$ cat src/rtl/ecnt_pkg.sv
package ecnt_pkg;

   typedef enum logic [1:0] {
      OP_LEAD  = 2'b00,
      OP_TRAIL = 2'b01,
      OP_ONES  = 2'b10,
      OP_RSVD  = 2'b11
   } ecnt_op_e;

   typedef enum logic [1:0] {
      EW_8  = 2'b00,
      EW_16 = 2'b01,
      EW_32 = 2'b10,
      EW_64 = 2'b11
   } ecnt_ew_e;

   localparam int NUM_EW = 4;

endpackage

$ cat src/rtl/ecnt_lane_select.sv
module ecnt_lane_select #(
   parameter int DATA_W = 64,
   parameter int CNT_W  = $clog2(DATA_W) + 1
) (
   input  logic [DATA_W-1:0] operand_i,
   input  logic [1:0]        ew_i,
   output logic [DATA_W-1:0] masked_o,
   output logic [DATA_W-1:0] aligned_o,
   output logic [CNT_W-1:0]  width_o,
   output logic              zero_o
);
   import ecnt_pkg::*;

   localparam int MIN_W = DATA_W / 8;

   logic [DATA_W-1:0] mask_tab [NUM_EW];
   logic [CNT_W-1:0]  shamt;

   for (genvar g = 0; g < NUM_EW; g++) begin : g_mask
      localparam int LW = MIN_W << g;
      if (LW == DATA_W) begin : g_full
         assign mask_tab[g] = '1;
      end else begin : g_part
         assign mask_tab[g] = {{(DATA_W-LW){1'b0}}, {LW{1'b1}}};
      end
   end

   assign width_o   = CNT_W'(MIN_W) << ew_i;
   assign masked_o  = operand_i & mask_tab[ew_i];
   assign shamt     = CNT_W'(DATA_W) - width_o;
   assign aligned_o = masked_o << shamt;
   assign zero_o    = (masked_o == '0);

endmodule

$ cat src/rtl/ecnt_zero_scan.sv
module ecnt_zero_scan #(
   parameter int W        = 64,
   parameter bit FROM_TOP = 1'b0,
   parameter int CNT_W    = $clog2(W) + 1
) (
   input  logic [W-1:0]     vec_i,
   output logic [CNT_W-1:0] cnt_o,
   output logic             all_zero_o
);

   logic [W-1:0] scan_v;

   if (FROM_TOP) begin : g_rev
      for (genvar g = 0; g < W; g++) begin : g_bit
         assign scan_v[g] = vec_i[W-1-g];
      end
   end else begin : g_fwd
      assign scan_v = vec_i;
   end

   always_comb begin
      cnt_o = CNT_W'(W);
      for (int i = W - 1; i >= 0; i--) begin
         if (scan_v[i]) cnt_o = CNT_W'(i);
      end
   end

   assign all_zero_o = ~|scan_v;

endmodule

$ cat src/rtl/ecnt_ones.sv
module ecnt_ones #(
   parameter int W     = 64,
   parameter int CNT_W = $clog2(W) + 1
) (
   input  logic [W-1:0]     vec_i,
   output logic [CNT_W-1:0] cnt_o
);

   localparam int GRP   = 8;
   localparam int NGRP  = W / GRP;
   localparam int GCW   = $clog2(GRP) + 1;

   logic [GCW-1:0] grp_cnt [NGRP];

   if (W % GRP != 0) begin : g_chk
      $error("ecnt_ones: width must be a multiple of 8");
   end

   for (genvar g = 0; g < NGRP; g++) begin : g_grp
      always_comb begin
         grp_cnt[g] = '0;
         for (int b = 0; b < GRP; b++) begin
            grp_cnt[g] = grp_cnt[g] + GCW'(vec_i[g*GRP + b]);
         end
      end
   end

   always_comb begin
      cnt_o = '0;
      for (int g = 0; g < NGRP; g++) begin
         cnt_o = cnt_o + CNT_W'(grp_cnt[g]);
      end
   end

endmodule

$ cat src/rtl/ecnt_unit.sv
module ecnt_unit #(
   parameter int DATA_W = 64
) (
   input  logic              clk,
   input  logic              rst_n,
   input  logic              in_valid,
   input  logic [1:0]        in_op,
   input  logic [1:0]        in_ew,
   input  logic [DATA_W-1:0] in_operand,
   output logic              out_valid,
   output logic [DATA_W-1:0] out_result
);
   import ecnt_pkg::*;

   localparam int CNT_W = $clog2(DATA_W) + 1;
   localparam int SUM_W = CNT_W + 2;

   if (DATA_W < 64 || (DATA_W & (DATA_W - 1)) != 0) begin : g_chk
      $error("ecnt_unit: DATA_W must be a power of two of at least 64");
   end

   logic [DATA_W-1:0] masked, aligned;
   logic [CNT_W-1:0]  width;
   logic              elem_zero;
   logic [CNT_W-1:0]  lead_raw, trail_raw, ones_cnt;
   logic              lead_none, trail_none;
   logic [CNT_W-1:0]  lead_cnt, trail_cnt, sel_cnt;
   logic              valid_q;
   logic [CNT_W-1:0]  cnt_q;

   ecnt_lane_select #(.DATA_W(DATA_W), .CNT_W(CNT_W)) u_lane (
      .operand_i (in_operand),
      .ew_i      (in_ew),
      .masked_o  (masked),
      .aligned_o (aligned),
      .width_o   (width),
      .zero_o    (elem_zero)
   );

   ecnt_zero_scan #(.W(DATA_W), .FROM_TOP(1'b1), .CNT_W(CNT_W)) u_lead (
      .vec_i      (aligned),
      .cnt_o      (lead_raw),
      .all_zero_o (lead_none)
   );

   ecnt_zero_scan #(.W(DATA_W), .FROM_TOP(1'b0), .CNT_W(CNT_W)) u_trail (
      .vec_i      (masked),
      .cnt_o      (trail_raw),
      .all_zero_o (trail_none)
   );

   ecnt_ones #(.W(DATA_W), .CNT_W(CNT_W)) u_ones (
      .vec_i (masked),
      .cnt_o (ones_cnt)
   );

   // an empty element reports its own width, not the scanner's full span
   assign lead_cnt  = lead_none  ? width : lead_raw;
   assign trail_cnt = trail_none ? width : trail_raw;

   always_comb begin
      unique case (ecnt_op_e'(in_op))
         OP_LEAD:  sel_cnt = lead_cnt;
         OP_TRAIL: sel_cnt = trail_cnt;
         OP_ONES:  sel_cnt = ones_cnt;
         default:  sel_cnt = '0;
      endcase
   end

   always_ff @(posedge clk) begin
      if (!rst_n) begin
         valid_q <= 1'b0;
         cnt_q   <= '0;
      end else begin
         valid_q <= in_valid;
         if (in_valid) cnt_q <= sel_cnt;
      end
   end

   assign out_valid  = valid_q;
   assign out_result = {{(DATA_W-CNT_W){1'b0}}, cnt_q};

   AST_LAT_ONE: assert property (@(posedge clk) disable iff (!rst_n) in_valid |=> out_valid);

   AST_IDLE_HOLD: assert property (@(posedge clk) disable iff (!rst_n)
      !in_valid |=> (!out_valid && $stable(out_result)));

   AST_BLANK_IS_SEW: assert property (@(posedge clk) disable iff (!rst_n)
      (in_valid && elem_zero && (in_op == 2'b00 || in_op == 2'b01))
      |=> (out_result == DATA_W'($past(width))));

   AST_SPAN_FITS: assert property (@(posedge clk) disable iff (!rst_n)
      (in_valid && !elem_zero)
      |-> (({2'b00, lead_raw} + {2'b00, trail_raw}) < SUM_W'(width)));

   AST_ONES_FIT: assert property (@(posedge clk) disable iff (!rst_n)
      (in_valid && !elem_zero)
      |-> (({2'b00, ones_cnt} + {2'b00, lead_raw} + {2'b00, trail_raw}) <= SUM_W'(width)));

   AST_RESULT_RANGE: assert property (@(posedge clk) disable iff (!rst_n)
      out_valid |-> (out_result <= DATA_W'(DATA_W)));

endmodule

$ cat config.mk
export PLATFORM = sky130hd
export DESIGN_NAME = ecnt_unit
export DESIGN_NICKNAME = d
export VERILOG_FILES = /design/src/rtl/ecnt_pkg.sv /design/src/rtl/ecnt_lane_select.sv /design/src/rtl/ecnt_zero_scan.sv /design/src/rtl/ecnt_ones.sv /design/src/rtl/ecnt_unit.sv
export SDC_FILE = /design/constraint.sdc
export NUM_CORES = 1
export LEC_CHECK = 0
export BUFFER_PORTS_ARGS = -buffer_cell sky130_fd_sc_hd__clkbuf_2
export CAP_MARGIN = 20
export CELL_PAD_IN_SITES_DETAIL_PLACEMENT = 1
export CELL_PAD_IN_SITES_GLOBAL_PLACEMENT = 2
export CORE_ASPECT_RATIO = 1.4
export CORE_UTILIZATION = 23
export CTS_CLUSTER_SIZE = 14
export DETAILED_ROUTE_END_ITERATION = 10
export PLACE_DENSITY_LB_ADDON = 0.1
export SYNTH_ARGS = -nofsm -noshare
export SYNTH_HDL_FRONTEND = slang
export SYNTH_HIERARCHICAL = 1
export SYNTH_SLANG_ARGS = --single-unit
$ cat constraint.sdc
create_clock -name clk -period 24.5 [get_ports clk]
set_clock_uncertainty 0.2 [all_clocks]
set_input_delay 7.35 -clock clk [delete_from_list [all_inputs] [get_ports clk]]
set_output_delay 7.35 -clock clk [all_outputs]
set_load 0.005 [all_outputs]
==> impl_metrics.csv <==
group,metric,value,unit
cells_and_area,finish.net_count,956,
cells_and_area,antenna_cells,0,
cells_and_area,post_route_cells_drive_above_1_share,16.0,%
setup_path,critical_path.max_stage_delay,630,ps
power,internal_power,340,uW
clock_tree,clk_transition_reported_paths,40,ps
power,power_frac_comb,93.7,%
synthesis,synthesis.area,5810,um2
power,leakage,0.00302,uW
die,core_area,24800,um2
cells_and_area,finish.cell_count_without_fillers,1129,
clock_tree,clock-root-buffer,"clkbuf_16",
die,core.rowCount,68,
timing,max_slew_margin,27.8,%
synthesis,yosysWarnings,6,
grt,largest_net_degree_at_the_start_of_global_routing,101,
clock_tree,clock_sink_count,8,
timing,slew_viol_final,0,
setup_path,r2r.worst_path.cells,3,
cells_and_area,final_common_cell,"inv_1",
synthesis,synth_area_per_cell,7.60,um2
clock_tree,insertion_delay,230,ps
timing,period_share,59.9,%
route,drt_wl_total,26.5,mm
clock_tree,postCtsResizedCells,0,
setup_path,crit_path_start_kind,"input port",
setup_path,critPathRequiredTime,24460,ps
setup_path,cp_cell_sequence,"clkbuf_2 > buf_4 > nor2_2 > nor2b_1 > fa_1 > fa_1 > inv_1 > fa_1 > fa_1 > fa_1 > fa_1 > fa_1 > fa_1 > inv_1 > ha_1 > a211oi_1 > nor4b_1 > a2111oi_1 > nand2b_1 > o211ai_2 > a21oi_1",
clock_tree,post-cts-setup-buffers,0,
die,initial_utilization,23.5,%
setup_path,crit_path_frequent_cell,"fa_1",
timing,grt_setup_unrepaired,"false",
timing,timing.fmax,68.2,MHz
clock_tree,cts_tree,"built",
route,drtAntennaViolNets,0,
worst_hold_path,min-delay-path-class,"reg2reg",
power,power_switching,373,uW
setup_path,worstSetupEndpointType,"flip-flop",
clock_tree,hold_buffers,0,
power,vdd.ir_drop.worst,0.139,mV
route,via_per_inst,5.07,
run,max-cap-violations,0,
power,power_density,114,nW/um2
worst_hold_path,whs_path_depth,3,
setup_path,critical_path_fanouts_max,100,
setup_path,crit_cells,21,
grt,via_count_of_the_first_global_routing_pass,6132,
timing,hold_violation_count_in_the_final_report,0,
placement,place.port_buffers,78,
die,ios,136,
clock_tree,clock_tree.htree_level_count,1,
setup_path,timing.reg2reg.setup_slack,23460,ps
clock_tree,cts-root-to-sink-buffers,2,
run_status,outcome,"finished, final reports clean",
cells_and_area,commonest_cells_after_routing_fill_and_taps_aside,"inv_1 (106), clkbuf_2 (78), and3_1 (66)",
timing,max_slew.worst_pin.slew,1070,ps
cells_and_area,final_layout_fill_cell_count,3078,
setup_path,critical_path.top_delay_family,"adder cells",
placement,final_hpwl_from_detailed_placement,22.7,mm
grt,wire_length_of_the_first_global_routing_pass,39.3,mm
cells_and_area,area.growth.synth_to_final,7.58,%
timing,setup-tns-final,0,ps
grt,antenna_found_initial,0,
setup_path,crit_buf_inv,4,
setup_path,critPathSlowestCell,"buf_4",
placement,globalplace.congestion,0.941,
grt,grt.total_usage,20.8,%
route,drt_first_pass_iters,4,
die,die-area,25900,um2
clock_tree,cts_inserted_buffers,3,
route,route.detailed.drc,0,
setup_path,worstSetupPathType,"in2reg",
die,die_w,136,um
die,die_y,190,um
setup_path,worstPathArrival,14620,ps
timing,finalCriticalPeriod,14660,ps
route,wl_per_cell,23.5,um
route,drt_first_iter_violations,228,
route,via_count,5721,
power,proportion_of_power_drawn_by_flip_flops_and_latches,2.5,%
timing,setup_viol,0,
grt,global_route.overflow_total,0,
power,netSwitchingFraction,52.3,%
power,pwr-share-clk,3.8,%
synthesis,syn_inst,765,
placement,post-place-cells,1126,
==> sequential cells by signal (all words and copies together), names as in the netlist <==
signal / count
cnt_q: 7
out_valid: 1
==> stage by stage <==
stage	cell area [um2]	hold WS, ps	util (%)	total power, uW	worst slack (ps)
floorplan	6030	431	-	526	10650
global placement	6170	441	24.9	671	9800
detailed placement	6180	467	24.9	689	9680
CTS	6250	477	25.2	721	9890
global route	6250	514	25.2	808	9390
finish	6250	466	25.2	713	9840
==> final timing paths <==
path,start,end
worst min-delay path,cnt_q[4]$_SDFFE_PN0P_,cnt_q[4]$_SDFFE_PN0P_
worst max-delay path,in_ew[1],cnt_q[5]$_SDFFE_PN0P_
worst min register to register,cnt_q[4]$_SDFFE_PN0P_,cnt_q[4]$_SDFFE_PN0P_
worst max register to register,cnt_q[6]$_SDFFE_PN0P_,cnt_q[6]$_SDFFE_PN0P_
==> metal layers <==
layer	part of all wire, %	global-route usage, %	wire length, um
met2	53	39.3	13900
met3	3.3	1.12	870
met1	40	24.1	10600
met4	4.4	7.78	1180
met5	0	0	0
==> worst min-delay path, stage by stage, from the launching register on <==
cell and delay, ps:
dfxtp_1 310, and2b_1 140, a21oi_1 40, a21oi_1 130
==> power by group through the flow <==
stage	clock network, uW	registers [uW]	logic (uW)
6_report	27.4	17.7	667
5_1_grt	28.7	18.1	761
4_1_cts	28.2	17.8	675
3_5_place_dp	0	17.9	671
3_3_place_gp	0	17.6	654
2_1_floorplan	0	18.0	508
==> area by class of cell <==
| type | instances | area [um2] | share of cell area (%) |
|---|---|---|---|
| multi-input combinational | 615 | 4800 | 76.8 |
| timing repair buffer | 82 | 420 | 6.73 |
| inverter | 106 | 398 | 6.37 |
| tap | 315 | 394 | 6.31 |
| sequential | 8 | 160 | 2.56 |
| clock buffer | 3 | 75.1 | 1.20 |
Note: power is estimated with default switching activity, not from simulation.
